[src/rtl/scan_pkg.sv]
package scan_pkg;
  typedef enum logic [1:0] {
    ST_IDLE = 2'd0,
    ST_PICK = 2'd1,
    ST_WAIT = 2'd2,
    ST_HOLD = 2'd3
  } scan_state_t;

  localparam int unsigned CTL_MODE  = 0;
  localparam int unsigned CTL_START = 1;
  localparam int unsigned CTL_RANGE = 2;
  localparam int unsigned ADDR_CTL  = 0;
  localparam int unsigned ADDR_MASK = 1;
endpackage

[src/rtl/scan_tick_gen.sv]
module scan_tick_gen #(
  parameter int unsigned DIV = 100000
) (
  input  logic clk,
  input  logic rst_n,
  output logic tick
);
  localparam int unsigned CW = (DIV > 1) ? $clog2(DIV) : 1;

  logic [CW-1:0] cnt_q, cnt_nx;

  always_comb begin
    tick   = (cnt_q == CW'(DIV - 1));
    cnt_nx = tick ? '0 : cnt_q + 1'b1;
  end

  always_ff @(posedge clk or negedge rst_n) begin
    if (!rst_n) cnt_q <= '0;
    else        cnt_q <= cnt_nx;
  end
endmodule

[src/rtl/scan_results.sv]
module scan_results #(
  parameter int unsigned N_CH  = 8,
  parameter int unsigned RES_W = 16,
  localparam int unsigned CH_W = (N_CH > 1) ? $clog2(N_CH) : 1
) (
  input  logic                  clk,
  input  logic                  rst_n,
  input  logic                  wr_en,
  input  logic [CH_W-1:0]       wr_ch,
  input  logic [RES_W-1:0]      wr_data,
  output logic [N_CH*RES_W-1:0] res_flat
);
  genvar g;
  for (g = 0; g < N_CH; g++) begin : g_res
    logic [RES_W-1:0] val_q;
    logic             hit;
    assign hit = wr_en && (wr_ch == CH_W'(g));
    always_ff @(posedge clk or negedge rst_n) begin
      if (!rst_n)   val_q <= '0;
      else if (hit) val_q <= wr_data;
    end
    assign res_flat[g*RES_W +: RES_W] = val_q;
  end
endmodule

[src/rtl/scan_regs.sv]
module scan_regs
  import scan_pkg::*;
#(
  parameter int unsigned N_CH   = 8,
  parameter int unsigned RES_W  = 16,
  parameter int unsigned DATA_W = 16,
  parameter int unsigned ADDR_W = 4
) (
  input  logic                  clk,
  input  logic                  rst_n,
  input  logic                  low_power,
  input  logic                  reg_we,
  input  logic [ADDR_W-1:0]     reg_addr,
  input  logic [DATA_W-1:0]     reg_wdata,
  output logic [DATA_W-1:0]     reg_rdata,
  input  logic                  start_clr,
  input  logic [N_CH*RES_W-1:0] res_flat,
  output logic                  mode_bit,
  output logic                  start_bit,
  output logic                  range_bit,
  output logic [N_CH-1:0]       mask
);
  localparam int unsigned RES_BASE = 2 ** (ADDR_W - 1);

  logic            ctl_wr, mask_wr;
  logic            mode_nx, start_nx, range_nx;
  logic [N_CH-1:0] mask_nx;
  logic            unused_wdata;

  assign ctl_wr       = reg_we && (reg_addr == ADDR_W'(ADDR_CTL));
  assign mask_wr      = reg_we && (reg_addr == ADDR_W'(ADDR_MASK));
  assign unused_wdata = ^reg_wdata;

  always_comb begin
    mode_nx  = mode_bit;
    range_nx = range_bit;
    mask_nx  = mask;
    start_nx = start_bit;
    if (start_clr) start_nx = 1'b0;
    if (ctl_wr) begin
      mode_nx  = reg_wdata[CTL_MODE];
      range_nx = reg_wdata[CTL_RANGE];
      start_nx = reg_wdata[CTL_START];
    end
    if (mask_wr) mask_nx = reg_wdata[N_CH-1:0];
    if (low_power) start_nx = 1'b0;
  end

  always_ff @(posedge clk or negedge rst_n) begin
    if (!rst_n) begin
      mode_bit  <= 1'b0;
      start_bit <= 1'b0;
      range_bit <= 1'b1;
      mask      <= '0;
    end else begin
      mode_bit  <= mode_nx;
      start_bit <= start_nx;
      range_bit <= range_nx;
      mask      <= mask_nx;
    end
  end

  always_comb begin
    reg_rdata = '0;
    if (reg_addr == ADDR_W'(ADDR_CTL)) begin
      reg_rdata[CTL_MODE]  = mode_bit;
      reg_rdata[CTL_START] = start_bit;
      reg_rdata[CTL_RANGE] = range_bit;
    end else if (reg_addr == ADDR_W'(ADDR_MASK)) begin
      reg_rdata[N_CH-1:0] = mask;
    end else begin
      for (int i = 0; i < N_CH; i++) begin
        if (reg_addr == ADDR_W'(RES_BASE + i))
          reg_rdata[RES_W-1:0] = res_flat[i*RES_W +: RES_W];
      end
    end
  end
endmodule

[src/rtl/scan_fsm.sv]
module scan_fsm
  import scan_pkg::*;
#(
  parameter int unsigned N_CH             = 8,
  parameter int unsigned CH_TIMEOUT_TICKS = 25,
  parameter int unsigned PERIOD_TICKS     = 1000,
  localparam int unsigned CH_W = (N_CH > 1) ? $clog2(N_CH) : 1
) (
  input  logic            clk,
  input  logic            rst_n,
  input  logic            tick,
  input  logic            low_power,
  input  logic            start_bit,
  input  logic            mode_bit,
  input  logic [N_CH-1:0] mask,
  input  logic            conv_done,
  output logic            conv_req,
  output logic [CH_W-1:0] conv_ch,
  output logic            start_clr,
  output logic            res_we
);
  localparam int unsigned TOW = $clog2(CH_TIMEOUT_TICKS + 1);
  localparam int unsigned PW  = $clog2(PERIOD_TICKS + 1);

  scan_state_t     state_q, state_nx;
  logic [N_CH-1:0] pend_q, pend_nx;
  logic [CH_W-1:0] ch_q, ch_nx;
  logic            req_q, req_nx;
  logic [TOW-1:0]  to_q, to_nx;
  logic [PW-1:0]   per_q, per_nx;
  logic            pick_any;
  logic [CH_W-1:0] pick_idx;

  always_comb begin
    pick_any = |pend_q;
    pick_idx = '0;
    for (int i = N_CH - 1; i >= 0; i--) begin
      if (pend_q[i]) pick_idx = CH_W'(i);
    end
  end

  always_comb begin
    state_nx  = state_q;
    pend_nx   = pend_q;
    ch_nx     = ch_q;
    req_nx    = 1'b0;
    to_nx     = to_q;
    per_nx    = per_q;
    start_clr = 1'b0;
    res_we    = 1'b0;
    if (tick && (per_q != PW'(PERIOD_TICKS))) per_nx = per_q + 1'b1;

    case (state_q)
      ST_IDLE: begin
        if (start_bit && !low_power) begin
          pend_nx  = mask;
          per_nx   = '0;
          state_nx = ST_PICK;
        end
      end
      ST_PICK: begin
        if (pick_any) begin
          ch_nx            = pick_idx;
          pend_nx[pick_idx] = 1'b0;
          req_nx           = 1'b1;
          to_nx            = '0;
          state_nx         = ST_WAIT;
        end else if (mode_bit) begin
          state_nx = ST_HOLD;
        end else begin
          start_clr = 1'b1;
          state_nx  = ST_IDLE;
        end
      end
      ST_WAIT: begin
        if (conv_done) begin
          res_we   = 1'b1;
          state_nx = ST_PICK;
        end else if (tick) begin
          if (to_q == TOW'(CH_TIMEOUT_TICKS - 1)) state_nx = ST_PICK;
          else                                   to_nx    = to_q + 1'b1;
        end
      end
      ST_HOLD: begin
        if (!mode_bit || !start_bit) begin
          start_clr = 1'b1;
          state_nx  = ST_IDLE;
        end else if (per_q >= PW'(PERIOD_TICKS)) begin
          pend_nx  = mask;
          per_nx   = '0;
          state_nx = ST_PICK;
        end
      end
      default: state_nx = ST_IDLE;
    endcase

    if (low_power && (state_q != ST_IDLE)) begin
      state_nx  = ST_IDLE;
      req_nx    = 1'b0;
      res_we    = 1'b0;
      start_clr = 1'b1;
    end
  end

  always_ff @(posedge clk or negedge rst_n) begin
    if (!rst_n) begin
      state_q <= ST_IDLE;
      pend_q  <= '0;
      ch_q    <= '0;
      req_q   <= 1'b0;
      to_q    <= '0;
      per_q   <= '0;
    end else begin
      state_q <= state_nx;
      pend_q  <= pend_nx;
      ch_q    <= ch_nx;
      req_q   <= req_nx;
      to_q    <= to_nx;
      per_q   <= per_nx;
    end
  end

  assign conv_req = req_q;
  assign conv_ch  = ch_q;
endmodule

[src/rtl/adc_scan_seq.sv]
module adc_scan_seq #(
  parameter int unsigned N_CH             = 8,
  parameter int unsigned RES_W            = 16,
  parameter int unsigned DATA_W           = 16,
  parameter int unsigned ADDR_W           = 4,
  parameter int unsigned TICK_DIV         = 100000,
  parameter int unsigned CH_TIMEOUT_TICKS = 25,
  parameter int unsigned PERIOD_TICKS     = 1000,
  parameter logic [N_CH-1:0] RANGE_CH_MASK = 8'hA0,
  localparam int unsigned CH_W = (N_CH > 1) ? $clog2(N_CH) : 1
) (
  input  logic              clk,
  input  logic              rst_n,
  input  logic              low_power,
  input  logic              reg_we,
  input  logic [ADDR_W-1:0] reg_addr,
  input  logic [DATA_W-1:0] reg_wdata,
  output logic [DATA_W-1:0] reg_rdata,
  output logic              conv_req,
  output logic [CH_W-1:0]   conv_ch,
  output logic              conv_fullscale,
  input  logic              conv_done,
  input  logic [RES_W-1:0]  conv_result
);
  logic [1:0]            rst_sync_q;
  logic                  srst_n;
  logic                  tick;
  logic                  mode_bit, start_bit, range_bit;
  logic [N_CH-1:0]       mask;
  logic                  start_clr, res_we;
  logic [N_CH*RES_W-1:0] res_flat;

  always_ff @(posedge clk or negedge rst_n) begin
    if (!rst_n) rst_sync_q <= 2'b00;
    else        rst_sync_q <= {rst_sync_q[0], 1'b1};
  end
  assign srst_n = rst_sync_q[1];

  scan_tick_gen #(.DIV(TICK_DIV)) u_tick (
    .clk(clk), .rst_n(srst_n), .tick(tick)
  );

  scan_regs #(.N_CH(N_CH), .RES_W(RES_W), .DATA_W(DATA_W), .ADDR_W(ADDR_W)) u_regs (
    .clk(clk), .rst_n(srst_n), .low_power(low_power),
    .reg_we(reg_we), .reg_addr(reg_addr), .reg_wdata(reg_wdata), .reg_rdata(reg_rdata),
    .start_clr(start_clr), .res_flat(res_flat),
    .mode_bit(mode_bit), .start_bit(start_bit), .range_bit(range_bit), .mask(mask)
  );

  scan_fsm #(.N_CH(N_CH), .CH_TIMEOUT_TICKS(CH_TIMEOUT_TICKS), .PERIOD_TICKS(PERIOD_TICKS)) u_fsm (
    .clk(clk), .rst_n(srst_n), .tick(tick), .low_power(low_power),
    .start_bit(start_bit), .mode_bit(mode_bit), .mask(mask), .conv_done(conv_done),
    .conv_req(conv_req), .conv_ch(conv_ch), .start_clr(start_clr), .res_we(res_we)
  );

  scan_results #(.N_CH(N_CH), .RES_W(RES_W)) u_res (
    .clk(clk), .rst_n(srst_n), .wr_en(res_we), .wr_ch(conv_ch),
    .wr_data(conv_result), .res_flat(res_flat)
  );

  assign conv_fullscale = range_bit & RANGE_CH_MASK[conv_ch];
endmodule

[config.mk]
export PLATFORM = sky130hd
export DESIGN_NAME = adc_scan_seq
export DESIGN_NICKNAME = d
export VERILOG_FILES = /design/src/rtl/scan_pkg.sv /design/src/rtl/scan_tick_gen.sv /design/src/rtl/scan_results.sv /design/src/rtl/scan_regs.sv /design/src/rtl/scan_fsm.sv /design/src/rtl/adc_scan_seq.sv
export SDC_FILE = /design/constraint.sdc
export NUM_CORES = 1
export LEC_CHECK = 0
export ABC_CLOCK_PERIOD_IN_PS = 12600
export BUFFER_PORTS_ARGS = -buffer_cell sky130_fd_sc_hd__buf_4
export CAP_MARGIN = 20
export CORE_MARGIN = 1.5
export CORE_UTILIZATION = 45
export CTS_CLUSTER_DIAMETER = 80
export CTS_CLUSTER_SIZE = 14
export DETAILED_ROUTE_END_ITERATION = 8
export PLACE_DENSITY = 0.7
export SLEW_MARGIN = 25
export SYNTH_ARGS = -nofsm -noshare
export SYNTH_HDL_FRONTEND = slang
export SYNTH_SLANG_ARGS = --single-unit
[constraint.sdc]
create_clock -name clk -period 12.6 [get_ports clk]
set_clock_uncertainty 0.2 [all_clocks]
set_input_delay 1.89 -clock clk [delete_from_list [all_inputs] [get_ports clk]]
set_output_delay 1.89 -clock clk [all_outputs]
set_load 0.02 [all_outputs]
Word-level counts from Yosys, hierarchy flattened
Memory sizes are Yosys's and may differ from the RTL's.
Cells that the tools add are included.

cells by class
  add/sub/neg operators = 3
  $lt $le $gt $ge = 4
  eq/ne operators = 33
  muxes and demuxes = 63
  bitwise operators = 3
  reduce and logical (&&, ||, !) cells = 30

operators by type and width
  cell                                                        count
  two-way mux 16 bit                                          8
  two-way mux 8 bit                                           6
  two-way mux 10 bit                                          4
  equality test 4 bit, second input constant                  8
  two-way mux 3 bit                                           9
  one-hot mux 8 bit (3 select lines)                          1
  two-way mux 5 bit                                           4
  one-hot mux 10 bit (2 select lines)                         1
  two-way mux 2 bit                                           9
  adder 17 x 1 -> 17 bit, second input constant               1
  equality test 17 bit, second input constant                 1
  two-way mux 17 bit                                          1
  two-way mux 1 bit                                           15
  logical AND 1 bit                                           14
  two-way mux 13 bit                                          1
  equality test 3 bit, second input constant                  4
  adder 10 x 1 -> 10 bit, second input constant               1
  greater-or-equal comparator 10 bit, second input constant   1
  != test 10 bit, second input constant                       1
  one-hot mux 5 bit (2 select lines)                          1
  AND reduction 5 bit                                         2
  AND 8 bit                                                   1
  less-than comparator 3 x 4 -> 1 bit, second input constant  2
  != test 2 x 1 -> 1 bit, second input constant               4
  other kinds (27)                                            36

storage, ports and cells
  flip-flop bits (word level) = 187
  memory bits (read-only) = 8
  memories = 1

memories
  memory           depth  bits a word  read ports  clocked after memory_dff  write ports  RTL line            source
  (no name shown)  8      1            1           0                         0            adc_scan_seq.sv:61  assign conv_fullscale = range_bit & RANGE_CH_MASK[conv_ch];

Depth between registers and ports, before layout
  depth in word-level cells = 16
  gate-level depth with buffers = 9
  gate-level depth less buffers = 7

Hierarchy
Synthesis repeated with hierarchy kept, for this count alone.

unflattened totals
  cells, all modules = 765
  area, all modules = 9,394.0 um^2

by module, submodules not included
  module         times used  cells an instance  area each (um^2)  sequential area each (um^2)
  scan_results   1           279                4,914.7           3,203.1
  scan_regs      1           216                1,890.6           276.5
  scan_fsm       1           192                1,735.4           725.7
  scan_tick_gen  1           74                 793.3             425.4
  adc_scan_seq   1           4                  60.1              50.0

Worst setup path after synthesis
OpenSTA, ideal clock, no wires.

  path type = input-to-output
  start point = input port reg_addr[0]
  end point = output port reg_rdata[2]
  data arrival time = 3,547 ps
  slack = 6,963 ps
  stages = 6
  path buffers = 3
  path through = buf_2 buf_1 buf_1 a32oi_1 o21a_1 o21ai_0

between the ends
  longest elaborated chain between the ends = 11
  elaborated cells between the ends (all ways) = 20

RTL lines
  item                             RTL line            source
  start: declaration               adc_scan_seq.sv:16  input logic [ADDR_W-1:0] reg_addr,
  equality test 4 bit              scan_regs.sv:73     if (reg_addr == ADDR_W'(RES_BASE + i))
  two-way mux 16 bit (8 in a row)  scan_regs.sv:73
  two-way mux 8 bit                scan_regs.sv:69     end else if (reg_addr == ADDR_W'(ADDR_MASK)) begin
  two-way mux 3 bit (*)            scan_regs.sv:65     if (reg_addr == ADDR_W'(ADDR_CTL)) begin
  end: declaration                 adc_scan_seq.sv:18  output logic [DATA_W-1:0] reg_rdata,

Every way passes the cells marked *; elsewhere a longest branch is shown, timed or not.

Final worst setup path
  start point = input port reg_addr[0]
  end point = output port reg_rdata[9]

between the ends
  longest elaborated chain between the ends = 11
  elaborated cells between the ends (all ways) = 20

RTL lines
  item                             RTL line
  equality test 4 bit              scan_regs.sv:73
  two-way mux 16 bit (8 in a row)  scan_regs.sv:73
  two-way mux 8 bit                scan_regs.sv:69
  two-way mux 13 bit (*)           scan_regs.sv:65

Marked as above.

==> flow_summary_export.csv <==
group,metric,value,unit
outcome,status,"finished, final reports clean",
global_routing,grt_overflow,0,
detailed_routing,postRouteWirelength,21000,µm
detailed_routing,drtIter0Drc,363,
job,drv_cap,0,
cts,clockBufferDepth,2,
worst_hold_path,hold_path_class,"reg -> reg",
cts,ctsHoldBuffers,0,
global_routing,antenna_found_initial,0,
timing,slew_violations,0,
synthesis,ys_seq_area_share,51.1,%
finish,finish.instance_area,0.0104,mm²
setup_path,cpMaxStageDelayCell,"buf_4",
global_routing,grt_pass1_wl,34000,µm
cts,insertion_delay,0.44,ns
floorplan,fp.coreArea,0.0197,mm²
detailed_routing,route.vias.total,6308,
floorplan,boundaryPins,62,
detailed_routing,wl_per_cell,19.0,µm
timing,period_share,48.0,%
synthesis,synth_warnings,0,
placement,placed_cell_area,0.00981,mm²
synthesis,synth_area,0.00916,mm²
synthesis,avgSynthCellArea,11.6,µm²
floorplan,dieHeight,146,µm
setup_path,path_cells,"buf_4, nand2b_1, nor2_1, o2bb2ai_1, a21oi_1, o21ai_0, buf_4",
placement,place_hpwl,13000,µm
setup_path,critPathCaptureType,"output pin",
synthesis,ys_async_sr_fraction,100,%
synthesis,synth_edf_count,0,
cts,cts_post_setup_buffers_inserted,0,
cts,cts_buffers,17,
timing,layout_min_cycle_time,6.05,ns
synthesis,syn_nets,838,
synthesis,ys_types,66,
timing,tns,0,ns
cts,cts_sinks,187,
pwr,p_leak,4.90,nW
detailed_routing,first_pass_iters,5,
timing,relSlewSlack,25.0,%
synthesis,synth_flop_cell,"dfrtp_1",
floorplan,start_util,46.4,%
finish,drive_above_1_share,30.5,%
global_routing,grt_max_degree,72,
finish,fin_nets,876,
detailed_routing,viasPerCell,5.71,
finish,diodes,0,
setup_path,critical_path_class,"in -> out",
pwr,peakVddDrop,99.4,µV
synthesis,ys_ff_latch,187,
setup_path,worstPathMaxFanout,64,
setup_path,crit_top_cell,"buf_4",
finish,area_growth,14.1,%
timing,setup_viol_count_final,0,
synthesis,synth_cells,788,
global_routing,grt.total_usage,20.5,%
setup_path,arrival,3.96,ns
global_routing,first_global_vias,6252,
setup_path,critPathMaxStageDelay,0.65,ns
setup_path,rrSetupSlack,9.62,ns
placement,numPortBuffers,53,
cts,cts.reportedPaths.clkPinSlew,0.07,ns
cts,cts_tree,"yes",
cts,cts_resized,0,
floorplan,rows,51,
cts,cts_root_buffer,"clkbuf_16",
setup_path,required,10.51,ns
timing,rsz0062_at_grt,"no",
detailed_routing,route.antenna.remaining_nets,0,
cts,htreeDepth,4,
pwr,powerDensity,190,mW/mm²
setup_path,startpoint_type,"input port",
detailed_routing,drc_errors,0,
timing,finalHoldViolCount,0,
placement,finalWeightedCongestion,0.842,
timing,worstMarginPinSlew,1.12,ns
timing,max_freq,165,MHz
floorplan,fp.dieW,146,µm
floorplan,dieArea,0.0212,mm²
through the flow:
step	worst slack (ns)	power (mW)	hold slack (ns)	util, %	instances
4_1_cts	6.61	1.99	0.161	53.0	1104
6_report	6.55	1.98	0.158	53.0	1104
2_1_floorplan	6.81	1.27	0.131	-	788
3_3_place_gp	6.63	1.39	0.143	49.6	1070
3_5_place_dp	6.61	1.41	0.140	49.7	1072
5_1_grt	6.42	2.09	0.163	53.0	1104
path summary, 6_finish.rpt:
| path | from | end | cells past startpoint |
|---|---|---|---|
| max in group asynchronous | rst_sync_q[1] | u_regs.mask[1] | 1 |
| min in group asynchronous | rst_sync_q[1] | u_res.g_res[6].val_q[13] | 0 |
| max reg2reg | u_tick.cnt_q[12] | u_fsm.per_q[7] | 6 |
| min | rst_sync_q[0] | rst_sync_q[1] | 0 |
| max | reg_addr[0] | reg_rdata[9] | 7 |
| min reg2reg | rst_sync_q[0] | rst_sync_q[1] | 0 |
cell usage after synthesis (all sizes together) (3+ instances only):
master,n,area (µm²)
or4b,3,33.8
or3,4,25.0
a31oi,4,25.0
nor4,4,46.3
a22o,6,52.6
a21o,3,22.5
a22oi,11,82.6
a21oi,33,165
nand4,13,81.3
and3,6,37.5
dfrtp,186,4650
nor3b,3,32.5
nor2,55,209
xor2,10,87.6
mux2i,35,350
nand2b,6,37.5
buf,12,51.3
nand3,18,90.1
clkbuf,31,116
nor2b,10,62.6
inv,16,60.1
nand4b,5,43.8
mux2,145,1630
o22ai,12,75.1
ha,9,113
mux4,3,67.6
o21ai,33,165
nor3,8,45.0
o2bb2ai,3,26.3
a32oi,3,26.3
xnor2,10,87.6
nand3b,3,22.5
o2111a,6,67.6
o21a,3,22.5
nand2,46,173
cell families after synthesis:
family	after synthesis	share of synthesized area, %
other	1	0.0409
DFF	187	51.1
and+or+nand+nor	193	11.0
xor gates and xnor gates	20	1.91
muxes	183	22.4
AOI/OAI and AO/OA	136	9.80
adders and majority gates	9	1.23
buffers and inverters	59	2.49
state kept, by name, summed over array words and instances, names as in the netlist, 3 cells and up:
| name | cells |
|---|---|
| u_fsm.per_q | 10 |
| u_res.g_res.val_q | 128 |
| u_fsm.to_q | 5 |
| u_tick.cnt_q | 17 |
| u_fsm.pend_q | 8 |
| u_fsm.conv_ch | 3 |
| u_regs.mask | 8 |
critical path, delay by kind of cell:
family | cells | cell delay (ns)
and+or+nand+nor | 2 | 0.55
buffers and inverters | 2 | 0.87
AOI/OAI and AO/OA | 3 | 0.61
routing by layer:
| metal | GRT usage (%) | routed length, µm | share of wire (%) |
|---|---|---|---|
| met1 | 28.3 | 9940 | 47 |
| met2 | 32.6 | 9800 | 47 |
| met3 | 4.42 | 988 | 4.7 |
| met4 | 5.66 | 234 | 1.1 |
| met5 | 0 | 0 | 0 |
final cells by class:
class | instances | area (µm²)
clock buffers | 18 | 429
clock inverters | 14 | 209
fillers | 1717 | 9270
inverters | 16 | 60.1
multi-input cells | 542 | 4260
flip-flops and latches | 187 | 4680
well taps | 265 | 332
repair buffers | 62 | 473
placed cells by master, fill, tap and decap left out, types with 4 or more instances in the layout:
cell	n
clkbuf_16	17
o21ai_0	32
o2111a_1	6
and3_1	6
a21oi_1	33
nor3_1	6
nor2_1	53
xor2_1	10
a31oi_1	4
nand2b_1	6
mux2i_1	35
nand4_1	13
xnor2_1	10
bufinv_16	4
nor2b_1	10
or3_1	4
mux2_2	145
ha_1	9
nand3_1	18
a22o_1	6
nand2_1	46
inv_1	16
o22ai_1	12
a22oi_1	11
dfrtp_1	185
nand4b_1	5
buf_4	60
where the power goes:
part	switching (mW)	internal (mW)
clock	0.244	0.337
combinational	0.229	0.264
sequential	0.119	0.789
total	0.591	1.39
Note: power is estimated with default switching activity, not from simulation.
